[config.mk]
export PLATFORM = sky130hd
export DESIGN_NAME = seq_lock_top
export DESIGN_NICKNAME = d
export VERILOG_FILES = /design/src/rtl/lk_pkg.sv /design/src/rtl/lk_key_match.sv /design/src/rtl/lk_enc_map.sv /design/src/rtl/lk_state_vault.sv /design/src/rtl/seq_lock_top.sv
export SDC_FILE = /design/constraint.sdc
export NUM_CORES = 1
export LEC_CHECK = 0
export ABC_AREA = 1
export CORE_MARGIN = 2
export CORE_UTILIZATION = 40
export DETAILED_ROUTE_END_ITERATION = 8
export PLACE_DENSITY = 0.67
export REMOVE_ABC_BUFFERS = 1
export SYNTH_ARGS = -nofsm -noshare
export SYNTH_HDL_FRONTEND = slang
export SYNTH_HIERARCHICAL = 1
export SYNTH_SLANG_ARGS = --single-unit
[constraint.sdc]
create_clock -name clk_i -period 2.25 [get_ports clk_i]
set_input_delay 0.5625 -clock clk_i [delete_from_list [all_inputs] [get_ports clk_i]]
set_output_delay 0.5625 -clock clk_i [all_outputs]
set_load 0.02 [all_outputs]
[src/rtl/lk_pkg.sv]
package lk_pkg;

  // raw 32-bit key word for entry e, step s
  function automatic logic [31:0] key_word(logic [31:0] seed, int unsigned e, int unsigned s);
    logic [31:0] x;
    x = seed ^ (32'(e) * 32'h9E37_79B9) ^ (32'(s) * 32'h85EB_CA6B);
    return x ^ (x >> 15);
  endfunction

  // core of the locked corruption word (before parity)
  function automatic logic [31:0] enc_core(int unsigned e, int unsigned s);
    logic [31:0] g;
    g = 32'(s) ^ (32'(s) >> 1);
    return g ^ (32'(e) * 32'd3);
  endfunction

endpackage

[src/rtl/lk_key_match.sv]
module lk_key_match #(
  parameter int unsigned IN_W    = 8,
  parameter int unsigned SEQ_LEN = 8,
  parameter int unsigned N_ENTRY = 4,
  parameter logic [31:0] SEED    = 32'h5A3C_96E1,
  localparam int unsigned EW = (N_ENTRY > 1) ? $clog2(N_ENTRY) : 1,
  localparam int unsigned SW = (SEQ_LEN > 1) ? $clog2(SEQ_LEN) : 1
) (
  input  logic [EW-1:0]   entry_i,
  input  logic [SW-1:0]   step_i,
  input  logic [IN_W-1:0] pi_i,
  output logic            hit_o,
  output logic            last_o
);

  logic [IN_W-1:0] tab [N_ENTRY][SEQ_LEN];
  logic [IN_W-1:0] exp_w;

  for (genvar e = 0; e < N_ENTRY; e++) begin : g_ent
    for (genvar s = 0; s < SEQ_LEN; s++) begin : g_stp
      assign tab[e][s] = IN_W'(lk_pkg::key_word(SEED, e, s));
    end
  end

  always_comb begin
    exp_w = '0;
    for (int e = 0; e < N_ENTRY; e++)
      for (int s = 0; s < SEQ_LEN; s++)
        if (entry_i == EW'(e) && step_i == SW'(s)) exp_w = tab[e][s];
  end

  assign hit_o  = (pi_i == exp_w);
  assign last_o = (step_i == SW'(SEQ_LEN - 1));

endmodule

[src/rtl/lk_enc_map.sv]
module lk_enc_map #(
  parameter int unsigned ENC_W   = 4,
  parameter int unsigned SEQ_LEN = 8,
  parameter int unsigned N_ENTRY = 4,
  localparam int unsigned EW = (N_ENTRY > 1) ? $clog2(N_ENTRY) : 1,
  localparam int unsigned SW = (SEQ_LEN > 1) ? $clog2(SEQ_LEN) : 1
) (
  input  logic             auth_i,
  input  logic [EW-1:0]    entry_i,
  input  logic [SW-1:0]    step_i,
  output logic [ENC_W-1:0] enc_o
);

  logic [ENC_W-1:0] tab [N_ENTRY][SEQ_LEN];
  logic [ENC_W-1:0] sel;

  for (genvar e = 0; e < N_ENTRY; e++) begin : g_ent
    for (genvar s = 0; s < SEQ_LEN; s++) begin : g_stp
      logic [ENC_W-2:0] v;
      assign v          = (ENC_W-1)'(lk_pkg::enc_core(e, s));
      assign tab[e][s]  = {v, ~^v};  // odd ones count, never zero
    end
  end

  always_comb begin
    sel = '0;
    for (int e = 0; e < N_ENTRY; e++)
      for (int s = 0; s < SEQ_LEN; s++)
        if (entry_i == EW'(e) && step_i == SW'(s)) sel = tab[e][s];
  end

  assign enc_o = auth_i ? '0 : sel;

endmodule

[src/rtl/lk_state_vault.sv]
module lk_state_vault #(
  parameter int unsigned ST_W = 8
) (
  input  logic            clk_i,
  input  logic            rst_ni,
  input  logic            cap_i,
  input  logic [ST_W-1:0] st_i,
  output logic [ST_W-1:0] st_o
);

  always_ff @(posedge clk_i or negedge rst_ni) begin
    if (!rst_ni)    st_o <= '0;
    else if (cap_i) st_o <= st_i;
  end

endmodule

[src/rtl/seq_lock_top.sv]
module seq_lock_top #(
  parameter int unsigned IN_W    = 8,
  parameter int unsigned SEQ_LEN = 8,
  parameter int unsigned N_ENTRY = 4,
  parameter int unsigned ENC_W   = 4,
  parameter int unsigned ST_W    = 8,
  parameter logic [31:0] SEED    = 32'h5A3C_96E1,
  localparam int unsigned EW = (N_ENTRY > 1) ? $clog2(N_ENTRY) : 1,
  localparam int unsigned SW = (SEQ_LEN > 1) ? $clog2(SEQ_LEN) : 1
) (
  input  logic             clk_i,
  input  logic             rst_ni,
  input  logic [IN_W-1:0]  pi_i,
  input  logic             bj_req_i,
  input  logic [EW-1:0]    bj_idx_i,
  input  logic [ST_W-1:0]  prot_st_i,
  output logic [ENC_W-1:0] enc_o,
  output logic             auth_o,
  output logic             restore_o,
  output logic [ST_W-1:0]  restore_st_o
);

  logic          auth_q, auth_d;
  logic [EW-1:0] entry_q, entry_d;
  logic [SW-1:0] step_q, step_d;
  logic          rst_q, rst_d;
  logic          hit, last, cap;

  lk_key_match #(.IN_W(IN_W), .SEQ_LEN(SEQ_LEN), .N_ENTRY(N_ENTRY), .SEED(SEED)) u_match (
    .entry_i(entry_q), .step_i(step_q), .pi_i(pi_i), .hit_o(hit), .last_o(last)
  );

  lk_enc_map #(.ENC_W(ENC_W), .SEQ_LEN(SEQ_LEN), .N_ENTRY(N_ENTRY)) u_enc (
    .auth_i(auth_q), .entry_i(entry_q), .step_i(step_q), .enc_o(enc_o)
  );

  lk_state_vault #(.ST_W(ST_W)) u_vault (
    .clk_i(clk_i), .rst_ni(rst_ni), .cap_i(cap), .st_i(prot_st_i), .st_o(restore_st_o)
  );

  always_comb begin
    auth_d  = auth_q;
    entry_d = entry_q;
    step_d  = step_q;
    rst_d   = 1'b0;
    cap     = 1'b0;
    if (auth_q) begin
      if (bj_req_i) begin
        auth_d  = 1'b0;
        cap     = 1'b1;
        step_d  = '0;
        entry_d = (32'(bj_idx_i) < N_ENTRY) ? bj_idx_i : '0;
      end
    end else if (hit) begin
      if (last) begin
        auth_d = 1'b1;
        rst_d  = 1'b1;
        step_d = '0;
      end else begin
        step_d = step_q + SW'(1);
      end
    end else begin
      step_d = '0;
    end
  end

  always_ff @(posedge clk_i or negedge rst_ni) begin
    if (!rst_ni) begin
      auth_q  <= 1'b0;
      entry_q <= '0;
      step_q  <= '0;
      rst_q   <= 1'b0;
    end else begin
      auth_q  <= auth_d;
      entry_q <= entry_d;
      step_q  <= step_d;
      rst_q   <= rst_d;
    end
  end

  assign auth_o    = auth_q;
  assign restore_o = rst_q;

  p_enc_zero_auth_r4: assert property (@(posedge clk_i) disable iff (!rst_ni)
    auth_o |-> (enc_o == '0));

  p_enc_odd_locked_r4: assert property (@(posedge clk_i) disable iff (!rst_ni)
    !auth_o |-> ($countones(enc_o) % 2 == 1));

  p_restore_one_cycle_r8: assert property (@(posedge clk_i) disable iff (!rst_ni)
    restore_o |=> !restore_o);

  p_restore_on_entry_r8: assert property (@(posedge clk_i) disable iff (!rst_ni)
    (!auth_o && hit && last) |=> (restore_o && auth_o));

  p_bj_locks_r6: assert property (@(posedge clk_i) disable iff (!rst_ni)
    (auth_o && bj_req_i) |=> (!auth_o && step_q == '0));

  p_auth_holds_r11: assert property (@(posedge clk_i) disable iff (!rst_ni)
    (auth_o && !bj_req_i) |=> auth_o);

  p_wrong_word_r3: assert property (@(posedge clk_i) disable iff (!rst_ni)
    (!auth_o && !hit) |=> (!auth_o && step_q == '0 && $stable(entry_q)));

  p_saved_hold_r10: assert property (@(posedge clk_i) disable iff (!rst_ni)
    !auth_o |=> $stable(restore_st_o));

endmodule

==> results of run 1 <==
-- per-layer routing --
layer	track usage (%)	part of all wire, %	vias up
met4	2.73	1.0	0
met3	3.66	7.1	9
met5	0	0	-
li1	-	-	1204
met2	35.4	47	94
met1	30.4	45	1032
-- worst reg2reg max path: stages (launching register included) --
cell and delay [ns]:
dfrtp_1 0.36, buf_6 0.14, buf_12 0.16, inv_4 0.09, nor2_1 0.20, nand2_1 0.10, nand3_1 0.12, nor2_1 0.05
nand3b_1 0.11, nand2_1 0.06, nand2_1 0.05, nand2_1 0.04, nor2_1 0.10, nand4_1 0.12, nor2_2 0.15, nand3_2 0.11
nand2_1 0.08, inv_1 0.04, nor2_2 0.06
-- registers in the layout (all words and copies together) (netlist names) --
name	count
restore_o	1
u_vault/st_o	8
auth_o	1
entry_q	2
step_q	3
-- stage by stage --
step                setup TNS [ns]  hold WS [ns]  util [%]
finish                           0         0.469      65.8
global placement            -0.638         0.456      56.8
CTS                              0         0.474      58.3
floorplan                   -0.184         0.267         -
global route                -0.610         0.494      65.8
detailed placement          -0.784         0.458      56.8
-- area by class of cell --
cell class | instances | area share (%)
well taps | 52 | 2.25
repair buffers | 86 | 27.0
multi-input cells | 256 | 49.4
flip-flops and latches | 15 | 13.2
inverters | 45 | 6.55
clock buffers | 4 | 1.56
-- how the worst max path moves through the flow --
| stage | start | end | slack [ns] | cells past startpoint |
|---|---|---|---|---|
| 2_1_floorplan | step_q[2] | enc_o[2] | -0.12 | 5 |
| 3_3_place_gp | step_q[1] | enc_o[2] | -0.15 | 7 |
| 5_1_grt | step_q[1] | enc_o[1] | -0.13 | 11 |
| 4_1_cts | step_q[0] | enc_o[1] | 0.01 | 11 |
| 3_5_place_dp | step_q[1] | enc_o[1] | -0.16 | 12 |
| 6_report | step_q[0] | enc_o[1] | 0.008 | 11 |
-- logic make-up after synthesis --
kind of cell	count (synthesis)	synth area share [%]
AOI/OAI and AO/OA	31	10.1
and+or+nand+nor	222	55.2
buffers and inverters	52	13.0
DFF	15	20.6
adders and majority gates	1	0.685
xor gates and xnor gates	1	0.480
-- power breakdown --
| part | total, mW | internal [mW] | switching [mW] |
|---|---|---|---|
| logic | 0.0592 | 0.0379 | 0.0213 |
| registers | 0.270 | 0.270 | 0.000136 |
| clock network | 0.215 | 0.125 | 0.0899 |
| total | 0.544 | 0.433 | 0.111 |
-- cell usage in the layout (no fill, tap or decap), types with 2 or more instances in the layout --
master / count
o211ai_1: 4
nand2_8: 3
nor2_1: 35
dfrtp_1: 11
nand3b_1: 2
nor2_4: 9
inv_2: 15
buf_6: 12
o21ai_2: 2
dfrtp_2: 4
buf_4: 40
o21ai_0: 8
inv_6: 2
nor2_2: 17
nor3_2: 2
o21ai_1: 2
nand2_4: 2
clkbuf_8: 3
clkdlybuf4s50_1: 30
nand4_1: 13
a21oi_1: 6
a21oi_2: 2
buf_2: 2
nand3_2: 8
nand2_2: 17
inv_1: 26
nand2_1: 90
nand3_1: 22
-- repair_timing --
action	4_1_cts	5_1_grt
pin swaps	1	40
endpoints found under the setup margin	8	9
gates resized for setup	28	83
gates cloned	0	2
setup buffers	2	8
==> metrics.txt, run 1 <==
Yosys top cell by area=nand2_1; maxcap violations=0; largest net degree at the start of global routing=16; Worst Max-Slew Pin Slew=0.650 ns; depth of the CTS H-tree=1; Placed Cells=443; clock slew at reported path FFs=0.06 ns; Crit path required time=1.69 ns; fillcell total=385; total die area=5120 um2; area of the multi-input gates=1430 um2; Fmax=446 MHz; Fin. Hold Viols=0; Hold EP=u_vault/st_o[0]; wire per inst=12.4 um; top_reg_cell synth=dfrtp_1; synth-to-layout area growth=58.1%; list of most frequent post-synthesis cells=101 x nand2_1, 48 x nor2_1, 34 x inv_1; # diodes=0; count of warnings emitted by yosys=6; peak supply drop=320 uV; hold path depth=2; final slew viol count=0; Post-Synthesis Cells=322; Rows=24; most common cell in the netlist=nand2_1; Final Net Count=429; top cell type's share of synthesized area=20.8%; Netlist Area Pre-Place=1830 um2; Reg area=380 um2; global-route wire length before repair=9240 um; die width=71.6 um; layout cells sized above 1=36.2%; Setup CP Type=reg -> out; ys async rst share=100%; drt pass-1 iters=5; global route total overflow=0; RSZ-0062 raised after global routing=true; crit path max fanout=6; DRC=0; PwrDens=189 nW/um2; worst slack at placement=-0.158 ns; Port Buffer Count=34; Starting DRT DRC Count=258; Synth area leaders=nand2_1 21%, dfrtp_1 21%, nor2_1 9.9%, nand3_1 7.7%, inv_1 7.0%; outcome=completed; initial antenna violation count=0; CP max stage delay=0.46 ns; number of global-route vias before repair=2130; post-synth cell types=29; Hold Path Origin=u_vault/st_o[0]; clk_lat worst skew=0.24 ns; sequential cell area fraction in the yosys report=20.6%; finished layout cell area=2890 um2; Power Total=0.544 mW; Leak=1.37 nW; Worst path top cell family by delay=simple AND/OR/NAND/NOR gates; starting density of the core=41.6%; I/O pins=35; critical path, cell by cell=buf_4 -> nor2_4 -> nand2_1 -> nor2_2 -> nor2_1 -> nand4_1 -> nor2_1 -> nand3_1 -> nand2_1 -> inv_1 -> buf_6; CTS buffer count=3; Chip Height=71.6 um; period utilization=99.7%; CTS tree=built; FF+latch count, synth=15; Bufs and invs on worst path=3; worst reg2reg endpoint=step_q[2]; DP Area=2490 um2; clk sinks=15; Final Non-Filler Cells=458; Reg2Reg Depth=18; WL final=5690 um; vias per cell=5.11; Final Critical Period=2.24 ns; worst r2r src=step_q[2]; slew margin rel.=56.5%; setup clock skew after layout=0.000733 ns; post-route worst setup slack=0.00764 ns; Max clock buf depth=2; CORE AREA=4380 um2; Via Count=2339; Syn Area/Cell=5.67 um2; Worst Setup Start Kind=flip-flop; gpl congestion=1.01; Worst Path Arrival=1.68 ns; final setup violation count=0; Crit-path slowest cell=dfrtp_2; worst min path class=reg -> reg; EDFF count, synth=0; Hold-fix buffers, CTS=0; GRT Overall Usage=21.5%; DRT antenna net count=0; R2R Setup Slk=0.04 ns; CTS Root Cell=clkbuf_8; CP Capture Type=primary output; placed wire-length estimate=4080 um
Note: power is estimated with default switching activity, not from simulation.
==> run 2, diff against run 1 <==
--- a/config.mk
+++ b/config.mk
@@ -6,11 +6,15 @@
 export NUM_CORES = 1
 export LEC_CHECK = 0
 export ABC_AREA = 1
+export CAP_MARGIN = 25
+export CELL_PAD_IN_SITES_DETAIL_PLACEMENT = 0
+export CELL_PAD_IN_SITES_GLOBAL_PLACEMENT = 1
 export CORE_MARGIN = 2
-export CORE_UTILIZATION = 40
+export CORE_UTILIZATION = 35
 export DETAILED_ROUTE_END_ITERATION = 8
-export PLACE_DENSITY = 0.67
+export PLACE_DENSITY = 0.83
 export REMOVE_ABC_BUFFERS = 1
+export SKIP_LAST_GASP = 1
 export SYNTH_ARGS = -nofsm -noshare
 export SYNTH_HDL_FRONTEND = slang
 export SYNTH_HIERARCHICAL = 1
==> metrics.txt, run 2 (same netlist as run 1, synthesis figures left out) <==
largest net degree at the start of global routing=16; worst min path class=reg -> reg; Rows=26; RSZ-0062 raised after global routing=true; Comb pwr share=10.9%; layout cells sized above 1=34.4%; WL final=5990 um; clk_lat worst skew=0.25 ns; Post-Route Utilization=58.4%; Worst Max-Slew Pin Slew=0.670 ns; PwrDens=184 nW/um2; most frequent cells in the layout=92 x nand2_1, 52 x buf_4, 38 x nor2_1; fillcell total=507; DP Area=2570 um2; CORE AREA=5070 um2; wire per inst=12.3 um; Fin. Hold Viols=0; GRT Overall Usage=19.0%; cell mode on critical path=buf_4; number of global-route vias before repair=2121; Sw Pwr=0.113 mW; starting density of the core=36.0%; CP max stage delay=0.39 ns; maxcap violations=0; finished layout cell area=2960 um2; final setup violation count=2; CTS buffer count=3; Sw Share=20.6%; Placed Cells=469; total die area=5810 um2; Port Buffer Count=34; clk sinks=15; critical path, cell by cell=buf_4 -> buf_4 -> buf_4 -> nor2_4 -> nand3_2 -> nand2_2 -> nor2_1 -> nand4_1 -> nor2_1 -> nand3_1 -> nand2_1 -> inv_1 -> buf_6; DRT antenna net count=0; Leak=1.49 nW; post-route worst setup slack=-0.0196 ns; depth of the CTS H-tree=1; vias per cell=4.93; crit path max fanout=2; I/O pins=35; gpl congestion=0.953; max reg flops=8; Starting DRT DRC Count=227; outcome=finished with violations; Clock power frac=39.7%; Internal Pwr Total=0.433 mW; CTS tree=built; Top reg by flops=u_vault/st_o; Via Count=2396; slew margin rel.=55.2%; clock slew at reported path FFs=0.06 ns; global route total overflow=0; sequential share of power=49.5%; DRC=0; Final Critical Period=2.27 ns; global-route wire length before repair=9320 um; Final Non-Filler Cells=486; synth-to-layout area growth=62.3%; peak supply drop=402 uV; CTS Root Cell=clkbuf_8; setup clock skew after layout=0.00131 ns; Crit path required time=1.69 ns; Setup CP Type=reg -> out; most common cell after layout, fill and taps aside=nand2_1; largest registers=u_vault/st_o x8, step_q x3, entry_q x2; # diodes=0; Chip Height=76.2 um; failing checks=negative setup slack; Final Net Count=439; final slew viol count=0; Fmax=441 MHz; Worst Path Arrival=1.71 ns; placed wire-length estimate=4280 um; die width=76.2 um; Max clock buf depth=2; Crit-path slowest cell=dfrtp_1; period utilization=101%; WHS=0.467 ns; CP Capture Type=primary output; Worst Setup Start Kind=flip-flop; drt pass-1 iters=4; initial antenna violation count=0
-- run 2: changes by cell type in the layout (fill, tap and decap cells not counted), moves of 3 or more --
cell / change
buf_12: +3
nor2_2: -5
buf_6: -8
nor2_1: +3
inv_1: +4
buf_4: +12
-- run 2: area by class of cell --
cell class | instances | area [um2] | share of cell area (%)
Multi-Input combinational cell | 256 | 1400 | 47.3
Timing Repair Buffer | 96 | 876 | 29.6
Sequential cell | 15 | 378 | 12.8
Inverter | 45 | 176 | 5.95
Tap cell | 70 | 87.6 | 2.96
Clock buffer | 4 | 45.0 | 1.52
-- run 2: worst paths after layout --
path / start / endpoint / slack [ns] / cells after the start
max: entry_q[1] / enc_o[1] / -0.02 / 13
min: u_vault/st_o[3] / u_vault/st_o[3] / 0.47 / 2
max reg2reg: step_q[0] / step_q[2] / 0.05 / 17
min reg2reg: u_vault/st_o[3] / u_vault/st_o[3] / 0.47 / 2
max in group asynchronous: rst_ni / step_q[0] / 1.06 / 1
min in group asynchronous: rst_ni / u_vault/st_o[4] / 0.72 / 1
-- run 2: layer usage --
metal	up-vias	global-route usage (%)	share of wire, %
li1	1218	-	-
met3	6	2.73	4.6
met1	1093	26.5	45
met2	79	31.8	49
met4	0	3.09	0.98
met5	-	0	0
-- run 2: power groups by stage --
| stage | Sequential [mW] | Clock [mW] | Combinational (mW) |
|---|---|---|---|
| 6_report | 0.270 | 0.217 | 0.0593 |
| 2_1_floorplan | 0.275 | 0 | 0.0125 |
| 4_1_cts | 0.270 | 0.227 | 0.0582 |
| 5_1_grt | 0.270 | 0.235 | 0.0659 |
| 3_5_place_dp | 0.275 | 0 | 0.0579 |
| 3_3_place_gp | 0.275 | 0 | 0.0568 |
-- run 2: critical path: cells and delay by family, from the launching register on --
family | cells | cell delay, ns
flip-flops | 1 | 0.39
buffers and inverters | 5 | 0.58
AND/OR/NAND/NOR | 8 | 0.48
-- run 2: timing repair --
action                     in CTS  in global routing
pin swaps                       4                 20
setup buffers                   2                  8
gates resized for setup        35                 54
gates cloned                    0                  3
setup endpoints to repair       9                  9
hold buffers                    0                  0
-- run 2: stage by stage --
stage / power (mW) / setup slack [ns] / setup TNS [ns]
6_report: 0.546 / -0.0196 / -0.0198
5_1_grt: 0.571 / -0.129 / -0.830
4_1_cts: 0.555 / -0.00645 / -0.00645
3_5_place_dp: 0.333 / -0.171 / -0.886
3_3_place_gp: 0.332 / -0.167 / -0.903
2_1_floorplan: 0.288 / -0.122 / -0.184
==> run 3, diff against run 2 <==
--- a/config.mk
+++ b/config.mk
@@ -5,14 +5,13 @@
 export SDC_FILE = /design/constraint.sdc
 export NUM_CORES = 1
 export LEC_CHECK = 0
-export ABC_AREA = 1
 export CAP_MARGIN = 25
 export CELL_PAD_IN_SITES_DETAIL_PLACEMENT = 0
 export CELL_PAD_IN_SITES_GLOBAL_PLACEMENT = 1
-export CORE_MARGIN = 2
+export CORE_MARGIN = 5
 export CORE_UTILIZATION = 35
 export DETAILED_ROUTE_END_ITERATION = 8
-export PLACE_DENSITY = 0.83
+export PLACE_DENSITY = 0.81
 export REMOVE_ABC_BUFFERS = 1
 export SKIP_LAST_GASP = 1
 export SYNTH_ARGS = -nofsm -noshare
==> metrics.txt, run 3 <==
outcome=completed; global route total overflow=0; list of most frequent post-synthesis cells=17 x xnor2_1, 15 x dfrtp_1, 11 x nor2_1; period utilization=98.1%; clk sinks=15; Starting DRT DRC Count=21; peak supply drop=129 uV; I/O pins=35; sequential share of power=52.9%; Post-Synthesis Cells=116; Worst Setup Start Kind=flip-flop; Syn Area/Cell=10.2 um2; total die area=4650 um2; Fin. Hold Viols=0; Leak=0.781 nW; sequential cell area fraction in the yosys report=31.6%; DRC=0; Final Critical Period=2.21 ns; starting density of the core=35.8%; RSZ-0062 raised after global routing=true; maxcap violations=0; CTS Root Cell=clkbuf_4; Top reg by flops=u_vault/st_o; WL final=2720 um; most frequent cells in the layout=27 x clkdlybuf4s50_1, 16 x xnor2_1, 15 x buf_4; Internal Pwr Total=0.390 mW; R2R Setup Slk=0.08 ns; Final Net Count=184; initial antenna violation count=0; Worst Path Arrival=1.64 ns; Netlist Area Pre-Place=1190 um2; gpl congestion=0.838; Fmax=453 MHz; # diodes=0; depth of the CTS H-tree=1; vias per cell=4.73; final slew viol count=0; final setup violation count=0; Synth area leaders=dfrtp_1 32%, mux2_4 13%, xnor2_1 13%, nor2_1 3.5%, buf_6 2.8%; slew margin rel.=58.0%; top cell type's share of synthesized area=31.6%; Yosys top cell by area=dfrtp_1; worst min path class=reg -> reg; most common cell in the netlist=xnor2_1; Max clock buf depth=2; Sw Pwr=0.120 mW; Chip Height=68.2 um; Final Non-Filler Cells=207; max reg flops=8; top_reg_cell synth=dfrtp_1; Setup CP Type=reg -> out; Power Total=0.510 mW; clk_lat worst skew=0.28 ns; Via Count=980; clock slew at reported path FFs=0.09 ns; EDFF count, synth=0; post-synth cell types=41; CTS tree=built; FF+latch count, synth=15; Clock power frac=29.7%; drt pass-1 iters=6; most common cell after layout, fill and taps aside=clkdlybuf4s50_1; synth-to-layout area growth=47.3%; Sw Share=23.5%; Placed Cells=202; crit path max fanout=7; ys async rst share=100%; largest net degree at the start of global routing=19; Port Buffer Count=34; Rows=21; wire per inst=13.1 um; Comb pwr share=17.5%; Worst Max-Slew Pin Slew=0.629 ns; DP Area=1630 um2; layout cells sized above 1=30.4%; CORE AREA=3310 um2; CP Capture Type=primary output; finished layout cell area=1750 um2; placed wire-length estimate=2100 um; largest registers=u_vault/st_o x8, step_q x3, entry_q x2; CTS buffer count=3; GRT Overall Usage=11.9%; setup clock skew after layout=0.00457 ns; DRT antenna net count=0; PwrDens=292 nW/um2; Crit path required time=1.69 ns; die width=68.2 um; count of warnings emitted by yosys=6; number of global-route vias before repair=951; global-route wire length before repair=4250 um
[run 3: changes by cell type in the layout (fill, tap and decap cells not counted), moves of 13 or more]
cell / change
nor2_1: -28
buf_4: -37
nand4_1: -13
nand2_1: -84
nand2_2: -15
nand3_1: -23
xnor2_1: +16
inv_1: -29
inv_2: -13
[run 3: worst paths after layout]
| kind | start | endpoint | depth (start not counted) |
|---|---|---|---|
| worst max-delay path | entry_q[0] | enc_o[1] | 5 |
| worst min-delay path | u_vault/st_o[6] | u_vault/st_o[6] | 1 |
| worst max register to register | entry_q[0] | step_q[2] | 7 |
| worst min register to register | u_vault/st_o[6] | u_vault/st_o[6] | 1 |
| max in group asynchronous | rst_ni | auth_o | 1 |
| min in group asynchronous | rst_ni | u_vault/st_o[3] | 1 |
[run 3: per-layer routing]
metal,track usage (%),vias to the layer above,part of all wire [%]
met5,0,-,0
met4,4.71,0,0.52
met1,15.6,452,47
met2,19.9,34,47
li1,-,492,-
met3,1.31,2,5.6
[run 3: cell families after synthesis]
group                    count (synthesis)  share of synthesized area [%]
flip-flops                              15                           31.6
adder cells (fa/ha/maj)                  1                           1.05
multiplexers                            11                           13.5
XOR/XNOR                                22                           18.0
AO/OA/AOI/OAI                           15                           9.60
AND/OR/NAND/NOR                         43                           20.8
buffers and inverters                    9                           5.38
[run 3: per-stage QoR]
| step | hold WS [ns] | setup TNS, ns | setup WS, ns | utilization (%) |
|---|---|---|---|---|
| 3_5_place_dp | 0.493 | -2.60 | -0.629 | 49.2 |
| 4_1_cts | 0.519 | -0.0288 | -0.0288 | 51.0 |
| 6_report | 0.518 | 0 | 0.0429 | 52.8 |
| 5_1_grt | 0.535 | -0.139 | -0.0606 | 52.8 |
| 2_1_floorplan | 0.267 | 0 | 0.00456 | - |
| 3_3_place_gp | 0.492 | -2.16 | -0.514 | 49.2 |
[run 3: timing repair]
action,4_1_cts,5_1_grt
hold buffers,0,0
pin swaps,3,9
resized for setup,14,14
setup buffers,0,1
endpoints found under the setup margin,9,8
[run 3: power groups by stage]
stage               logic, mW  clock network, mW  registers [mW]
detailed placement     0.0813                  0           0.275
global placement       0.0796                  0           0.275
floorplan              0.0277                  0           0.275
global route           0.0965              0.177           0.270
CTS                    0.0857              0.157           0.270
finish                 0.0891              0.151           0.269
[run 3: cell type report]
| type | count | area [um2] |
|---|---|---|
| clock buffers | 3 | 22.5 |
| clock inverters | 1 | 5.00 |
| fillers | 301 | 1560 |
| inverters | 1 | 3.75 |
| multi-input cells | 92 | 838 |
| flip-flops and latches | 15 | 379 |
| well taps | 46 | 57.6 |
| repair buffers | 49 | 440 |
[run 3: critical path: stages (launching register included)]
cell,delay (ns)
dfrtp_2,0.47
buf_4,0.16
xor2_2,0.18
xnor2_1,0.12
nor2_1,0.09
dlygate4sd2_1,0.34
